==> config.mk <==
export PLATFORM = sky130hd
export DESIGN_NAME = chen_reg
export DESIGN_NICKNAME = d
export VERILOG_FILES = /design/src/rtl/chen_pkg.sv /design/src/rtl/chen_ctrl.sv /design/src/rtl/chen_dp.sv /design/src/rtl/chen_reg.sv
export SDC_FILE = /design/constraint.sdc
export NUM_CORES = 1
export LEC_CHECK = 0
export ABC_CLOCK_PERIOD_IN_PS = 1270
export BUFFER_PORTS_ARGS = -buffer_cell sky130_fd_sc_hd__buf_2
export CORE_MARGIN = 10
export CORE_UTILIZATION = 33
export DETAILED_ROUTE_END_ITERATION = 16
export PLACE_DENSITY = 0.8
export SYNTH_ARGS = -nofsm -noshare
export SYNTH_HDL_FRONTEND = slang
export SYNTH_SLANG_ARGS = --single-unit
==> constraint.sdc <==
create_clock -name clk -period 1.27 [get_ports clk]
set_clock_uncertainty 0.15 [all_clocks]
set_input_delay 0.127 -clock clk [delete_from_list [all_inputs] [get_ports clk]]
set_output_delay 0.127 -clock clk [all_outputs]
set_load 0.01 [all_outputs]
==> src/rtl/chen_pkg.sv <==
package chen_pkg;
  localparam int REG_W      = 64;
  localparam int FIELD_SPAN = 8;
  localparam int EN_LSB     = 0;
  localparam int EN_WE_LSB  = 8;
  localparam int SU_LSB     = 16;
  localparam int SU_WE_LSB  = 24;
  localparam int AB_LSB     = 32;
  localparam int AB_WE_LSB  = 40;

  typedef enum logic [1:0] {
    CH_IDLE   = 2'b00,
    CH_ACTIVE = 2'b01,
    CH_SUSP   = 2'b10
  } chState_t;

  typedef struct packed {
    logic enWe;
    logic enVal;
    logic suWe;
    logic suVal;
    logic abWe;
    logic abVal;
    logic abortHit;
    logic drainHit;
  } chStrobe_t;
endpackage

==> src/rtl/chen_ctrl.sv <==
module chen_ctrl
  import chen_pkg::*;
#(
  parameter int NUM_CH = 4
) (
  input  logic                     wrValid,
  input  logic [REG_W-1:0]         wrData,
  input  logic [NUM_CH-1:0]        chDrained,
  input  logic [NUM_CH-1:0]        chAbortDone,
  input  logic [NUM_CH-1:0]        abortQ,
  input  logic [NUM_CH-1:0]        pendQ,
  output chStrobe_t [NUM_CH-1:0]   strb
);
  for (genvar i = 0; i < NUM_CH; i++) begin : gStrb
    always_comb begin
      strb[i].enWe     = wrValid & wrData[EN_WE_LSB + i];
      strb[i].enVal    = wrData[EN_LSB + i];
      strb[i].suWe     = wrValid & wrData[SU_WE_LSB + i];
      strb[i].suVal    = wrData[SU_LSB + i];
      strb[i].abWe     = wrValid & wrData[AB_WE_LSB + i];
      strb[i].abVal    = wrData[AB_LSB + i];
      strb[i].abortHit = chAbortDone[i] & abortQ[i];
      strb[i].drainHit = chDrained[i] & pendQ[i];
    end
  end
endmodule

==> src/rtl/chen_dp.sv <==
module chen_dp
  import chen_pkg::*;
#(
  parameter int NUM_CH = 4
) (
  input  logic                    clk,
  input  logic                    rstN,
  input  chStrobe_t [NUM_CH-1:0]  strb,
  output logic [NUM_CH-1:0]       enQ,
  output logic [NUM_CH-1:0]       suQ,
  output logic [NUM_CH-1:0]       abQ,
  output logic [NUM_CH-1:0]       pendQ,
  output logic [NUM_CH-1:0]       irqQ,
  output logic [REG_W-1:0]        rdData,
  output logic [2*NUM_CH-1:0]     chState
);
  logic [NUM_CH-1:0] enD, suD, abD, pendD, irqD;

  for (genvar i = 0; i < NUM_CH; i++) begin : gCh
    // Channel completion first, software write second.
    always_comb begin
      enD[i]   = enQ[i];
      suD[i]   = suQ[i];
      abD[i]   = abQ[i];
      pendD[i] = pendQ[i];
      irqD[i]  = 1'b0;
      if (strb[i].abortHit) begin
        enD[i]   = 1'b0;
        suD[i]   = 1'b0;
        abD[i]   = 1'b0;
        pendD[i] = 1'b0;
        irqD[i]  = 1'b1;
      end else if (strb[i].drainHit) begin
        enD[i]   = 1'b0;
        suD[i]   = 1'b0;
        pendD[i] = 1'b0;
      end
      if (strb[i].enWe) begin
        if (strb[i].enVal) begin
          enD[i]   = 1'b1;
          pendD[i] = 1'b0;
        end else if (enD[i]) begin
          pendD[i] = 1'b1;
        end
      end
      if (strb[i].suWe) suD[i] = strb[i].suVal;
      if (strb[i].abWe) abD[i] = strb[i].abVal;
    end

    always_ff @(posedge clk or negedge rstN) begin
      if (!rstN) begin
        enQ[i]   <= 1'b0;
        suQ[i]   <= 1'b0;
        abQ[i]   <= 1'b0;
        pendQ[i] <= 1'b0;
        irqQ[i]  <= 1'b0;
      end else begin
        enQ[i]   <= enD[i];
        suQ[i]   <= suD[i];
        abQ[i]   <= abD[i];
        pendQ[i] <= pendD[i];
        irqQ[i]  <= irqD[i];
      end
    end

    always_comb begin
      if (enQ[i])      chState[2*i +: 2] = CH_ACTIVE;
      else if (suQ[i]) chState[2*i +: 2] = CH_SUSP;
      else             chState[2*i +: 2] = CH_IDLE;
    end

    AST_WRITE_GATE: assert property (@(posedge clk) disable iff (!rstN)
      (!strb[i].enWe && !strb[i].abortHit && !strb[i].drainHit) |=> $stable(enQ[i]));
    AST_ABORT_DONE: assert property (@(posedge clk) disable iff (!rstN)
      (strb[i].abortHit && !strb[i].enWe && !strb[i].suWe) |=> (!enQ[i] && !suQ[i] && irqQ[i]));
    AST_DRAIN_DONE: assert property (@(posedge clk) disable iff (!rstN)
      (strb[i].drainHit && !strb[i].enWe && !strb[i].suWe) |=> (!enQ[i] && !suQ[i] && !pendQ[i]));
    AST_WRITE_WINS: assert property (@(posedge clk) disable iff (!rstN)
      (strb[i].enWe && strb[i].enVal) |=> (enQ[i] && !pendQ[i]));
    AST_STATE_LEGAL: assert property (@(posedge clk) disable iff (!rstN)
      chState[2*i +: 2] != 2'b11);
  end

  always_comb begin
    rdData = '0;
    rdData[EN_LSB +: NUM_CH] = enQ;
    rdData[SU_LSB +: NUM_CH] = suQ;
    rdData[AB_LSB +: NUM_CH] = abQ;
  end
endmodule

==> src/rtl/chen_reg.sv <==
module chen_reg
  import chen_pkg::*;
#(
  parameter int NUM_CH = 4
) (
  input  logic                 clk,
  input  logic                 rstN,
  input  logic                 wrValid,
  input  logic [63:0]          wrData,
  output logic [63:0]          rdData,
  input  logic [NUM_CH-1:0]    chDrained,
  input  logic [NUM_CH-1:0]    chAbortDone,
  output logic [NUM_CH-1:0]    chEnable,
  output logic [NUM_CH-1:0]    chSuspend,
  output logic [NUM_CH-1:0]    chAbortReq,
  output logic [NUM_CH-1:0]    chDisableReq,
  output logic [NUM_CH-1:0]    chAbortIrq,
  output logic [2*NUM_CH-1:0]  chState
);
  initial begin
    if (NUM_CH < 1 || NUM_CH > FIELD_SPAN) $error("NUM_CH out of range");
  end

  chStrobe_t [NUM_CH-1:0] strb;
  logic [NUM_CH-1:0] abQ, pendQ;

  chen_ctrl #(.NUM_CH(NUM_CH)) uCtrl (
    .wrValid     (wrValid),
    .wrData      (wrData),
    .chDrained   (chDrained),
    .chAbortDone (chAbortDone),
    .abortQ      (abQ),
    .pendQ       (pendQ),
    .strb        (strb)
  );

  chen_dp #(.NUM_CH(NUM_CH)) uDp (
    .clk     (clk),
    .rstN    (rstN),
    .strb    (strb),
    .enQ     (chEnable),
    .suQ     (chSuspend),
    .abQ     (abQ),
    .pendQ   (pendQ),
    .irqQ    (chAbortIrq),
    .rdData  (rdData),
    .chState (chState)
  );

  assign chAbortReq   = abQ;
  assign chDisableReq = pendQ;
endmodule

======== Word-level counts from Yosys, hierarchy flattened ========
Index checks and enable logic that the tools add are counted.
cells by class
  mux-type cells .......................... 68
  bitwise logic cells ..................... 20
  reductions and logical operators ........ 8
operators with widths
  kind               number
  $mux 1             60
  $and 1x1->1        20
  $mux 2             8
  $reduce_bool 3->1  4
  $reduce_bool 2->1  4
word-level totals
  bits in registers ....................... 20
  input bits .............................. 75
  output and inout port bits .............. 92
  logic and storage cells ................. 116

======== Longest topological paths before layout ========
  depth after elaboration ................. 6
  depth in mapped cells ................... 4
  depth with buffers taken out ............ 3

======== By module ========
A second synthesis with hierarchy kept.
unflattened totals
  cell total of the unflattened synthesis .. 158
  area, all modules ....................... 1503.9 um^2
modules (own cells, without submodules)
  module     instances  cells an instance  area each (um^2)  sequential area each (um^2)
  chen_dp    1          125                1267.5            500.5
  chen_ctrl  1          33                 236.5             0.0

======== Worst setup path before layout ========
OpenSTA, ideal clock, no wires.
  path kind ............................... reg2reg
  start ................................... reg uDp.pendQ[3]
  end ..................................... reg uDp.suQ[3], in the netlist uDp.rdData[19]
  setup time .............................. 0.065 ns
  arrival time ............................ 0.785 ns
  required time ........................... 1.055 ns
  path slack .............................. 0.269 ns
  cell stages (with the launch flop) ...... 4
  path buffers ............................ 0
  period minus slack after synthesis ...... 1.001 ns
  path through ............................ dfrtp_1 a22oi_1 nand3_1 nand2_1
between the ends
  longest elaborated chain between the ends .. 2
ends and longest elaborated chain
  item                                line             source
  start: declaration                  chen_dp.sv:12    output logic [NUM_CH-1:0] pendQ,
  start signal: indexed assignment    chen_dp.sv:61    pendQ[i] <= pendD[i];
  $and 1x1->1                         chen_ctrl.sv:23  strb[i].drainHit = chDrained[i] & pendQ[i];
  $reduce_bool 3->1 (no source line)  --
  end signal: indexed assignment      chen_dp.sv:59    suQ[i] <= suD[i];
  end: declaration                    chen_dp.sv:10    output logic [NUM_CH-1:0] suQ,
Every way passes these cells.
A chain may end at the register's enable or synchronous reset.

======== Final worst setup path ========
  start ................................... reg uDp.enQ[2]
  end ..................................... out chState[5]
between the ends
  longest elaborated chain between the ends .. 1
ends and longest elaborated chain
  item                              line            source
  start: declaration                chen_dp.sv:9    output logic [NUM_CH-1:0] enQ,
  start signal: indexed assignment  chen_dp.sv:58   enQ[i] <= enD[i];
  $mux 2                            chen_dp.sv:67   if (enQ[i]) chState[2*i +: 2] = CH_ACTIVE;
  end: declaration                  chen_reg.sv:18  output logic [2*NUM_CH-1:0] chState
Every way passes these cells.

==> metrics <==
status=completed; post-CTS setup buffer count=0; vias in the first global route=1332; leak pwr=1.03 nW; MaxCap Viol Count=0; Power Dens Cells=1010 nW/um^2; sw power=0.000606 W; dpl cell area=1520 sq um; share of cells above drive strength 1=32.5%; Synth Cell Area=1410 sq um; # DRC=0; post-synthesis sequential area ratio=35.6%; Yosys top cell by area=buf_4; Crit path max-delay family=flip-flops; wirelength, routed=3910 microns; largest net degree at the start of global routing=25; Worst Hold Class=in -> reg; Req. time, crit path=0.99 ns; clock root buffer master=clkbuf_8; Antenna Cells=0; type of the worst setup path=reg -> out; fin area=1770 sq um; I/O Buffers=74; initial DRC count=26; Rows=23; CTS Buf Count=3; Final Cycle Share=95.5%; Critical Path Max Stage Delay=0.44 ns; DP Cell Count=269; Ys Warns=0; critical path arrival=0.94 ns; Area Growth Syn to Fin=25.9%; clock insertion delay at the later pin of the skew report=0.25 ns; gr ovfl total=0; type of origin of the critical path=flop; Bufs and invs on worst path=1; most frequent cell after synthesis=buf_4; initial antenna violation count=0; Sw Share=34.0%; final cell count without fillers=293; Post-layout nets=320; RSZ-0062 raised after global routing=no; Sink Count=20; Register Area=502 sq um; Main synth FF type=dfrtp_1; routed via count=1199; reg-to-reg slack, setup=0.22 ns; Internal Power=0.00118 W; commonest cells in the netlist=buf_4, nand2_1, dfrtp_1; IO Pins=167; fillers=402; Max stage delay cell, worst path=dfrtp_2; gr usage total=9.93%; TritonCTS clock tree=yes; die area=7280 sq um; first-pass GRT wire length=6090 microns; core area=4060 sq um; Slew Viols, Final=0; area occupied by multi-input gates=566 sq um; GPL Wtd Cong=0.790; setup TNS=0 ns; Initial Util=34.7%; clock share of power=22.0%; setup violators final=0; ANT nets after route=0; Post-DP HPWL=3140 microns; CTS Buffer Depth=2; Fin. Hold Viols=0; CP endpoint kind=output port; TritonRoute pass-1 iters=3; synthesized area per cell=8.64 sq um; # H-tree levels=1; Seq pwr share=44.1%; CP cell instances=nor2b_1 > buf_2; synthesis-stage register bit count=20; fmax=0.824 GHz; Die W=85.3 microns; Post-synth EDFFs=0; ranking of synthesized cells by area=buf_4, dfrtp_1, nand2_1; minimum clock period=1.21 ns; worst vdd rail ir drop=0.330 mV; Vias/cell=4.09; top cell type's share of synthesized area=36.3%; Avg WL per Cell=13.3 microns; Netlist cell types=13; synthesized instance count=163; Post-synth ARST share=100%; crit path max fanout=6; register clock-pin slew on the reported worst setup and hold paths=0.07 ns; Comb pwr share=33.9%; height of the die=85.3 microns
area by class of cell:
| cell class | instances | share of cell area (%) |
|---|---|---|
| timing repair buffer | 96 | 33.9 |
| sequential | 20 | 28.3 |
| multi-input combinational | 124 | 31.9 |
| clock buffer | 3 | 2.33 |
| tap | 50 | 3.53 |
metrics by stage:
stage | power (W) | worst slack [ns] | utilization [%] | hold slack, ns
global placement | 0.00134 | 0.241 | 37.4 | -0.0511
detailed placement | 0.00135 | 0.235 | 37.4 | -0.0464
finish | 0.00178 | 0.0567 | 43.7 | 0.00674
floorplan | 0.00130 | 0.269 | - | -0.319
CTS | 0.00180 | 0.0514 | 43.6 | 0.0000123
global route | 0.00191 | 0.00507 | 43.7 | 0.0106
worst paths after layout:
check,start,endpoint,cells past startpoint
max in group asynchronous,rstN,uDp.enQ[2],2
worst min-delay path,wrData[1],uDp.enQ[1],3
min in group asynchronous,rstN,uDp.abQ[2],2
worst max-delay path,uDp.enQ[2],chState[5],2
worst min register to register,uDp.rdData[17],uDp.rdData[17],2
worst max register to register,uDp.abQ[1],uDp.rdData[17],3
state kept, by name, indices dropped and copies added (netlist names):
register / count
uDp.rdData: 4
uDp.enQ: 4
uDp.abQ: 4
uDp.irqQ: 4
uDp.pendQ: 4
kinds of logic after synthesis:
| family | after synthesis | synth area share (%) |
|---|---|---|
| other | 1 | 0.266 |
| DFF | 20 | 35.6 |
| AOI/OAI and AO/OA | 8 | 3.56 |
| and+or+nand+nor | 64 | 22.8 |
| buffers and inverters | 70 | 37.9 |
power groups by stage:
stage                     logic [W]  clock network, W  registers, W
after CTS                  0.000602          0.000418      0.000784
after detailed placement   0.000551                 0      0.000797
after floorplan            0.000470                 0      0.000825
after global placement     0.000545                 0      0.000791
after global routing       0.000671          0.000442      0.000800
final                      0.000604          0.000392      0.000787
routing by layer:
layer / up-vias / share of wire [%] / global-route usage [%]
met2: 70 / 50 / 17.8
met1: 552 / 39 / 9.98
li1: 575 / - / -
met3: 2 / 9.3 / 3.44
met4: 0 / 1.0 / 4.64
met5: - / 0 / 0
worst reg2reg max path, cell delays in order, from the launching register on:
cell,delay [ns]
dfrtp_1,0.42
a22oi_1,0.24
nand3_1,0.11
nand2_1,0.07
cells in the final DEF (no fill, tap or decap):
master	synthesis	final
buf_2	0	74
dlygate4sd3_1	0	21
clkbuf_8	0	3
nand2_1	24	24
a21oi_1	4	4
nor2_1	4	4
nor2b_1	4	4
nand3b_1	8	8
nand3_1	16	16
and2_1	4	4
conb_1	1	52
a22oi_1	4	4
dfrtp_2	0	1
dfrtp_1	20	19
buf_12	0	1
nand4_1	4	4
timing repair:
item                       4_1_cts  5_1_grt
hold endpoints to repair        32        0
hold buffers                    21        0
setup endpoints to repair        0        1
resized for setup                0        1
(Power assumes the default switching activity.)
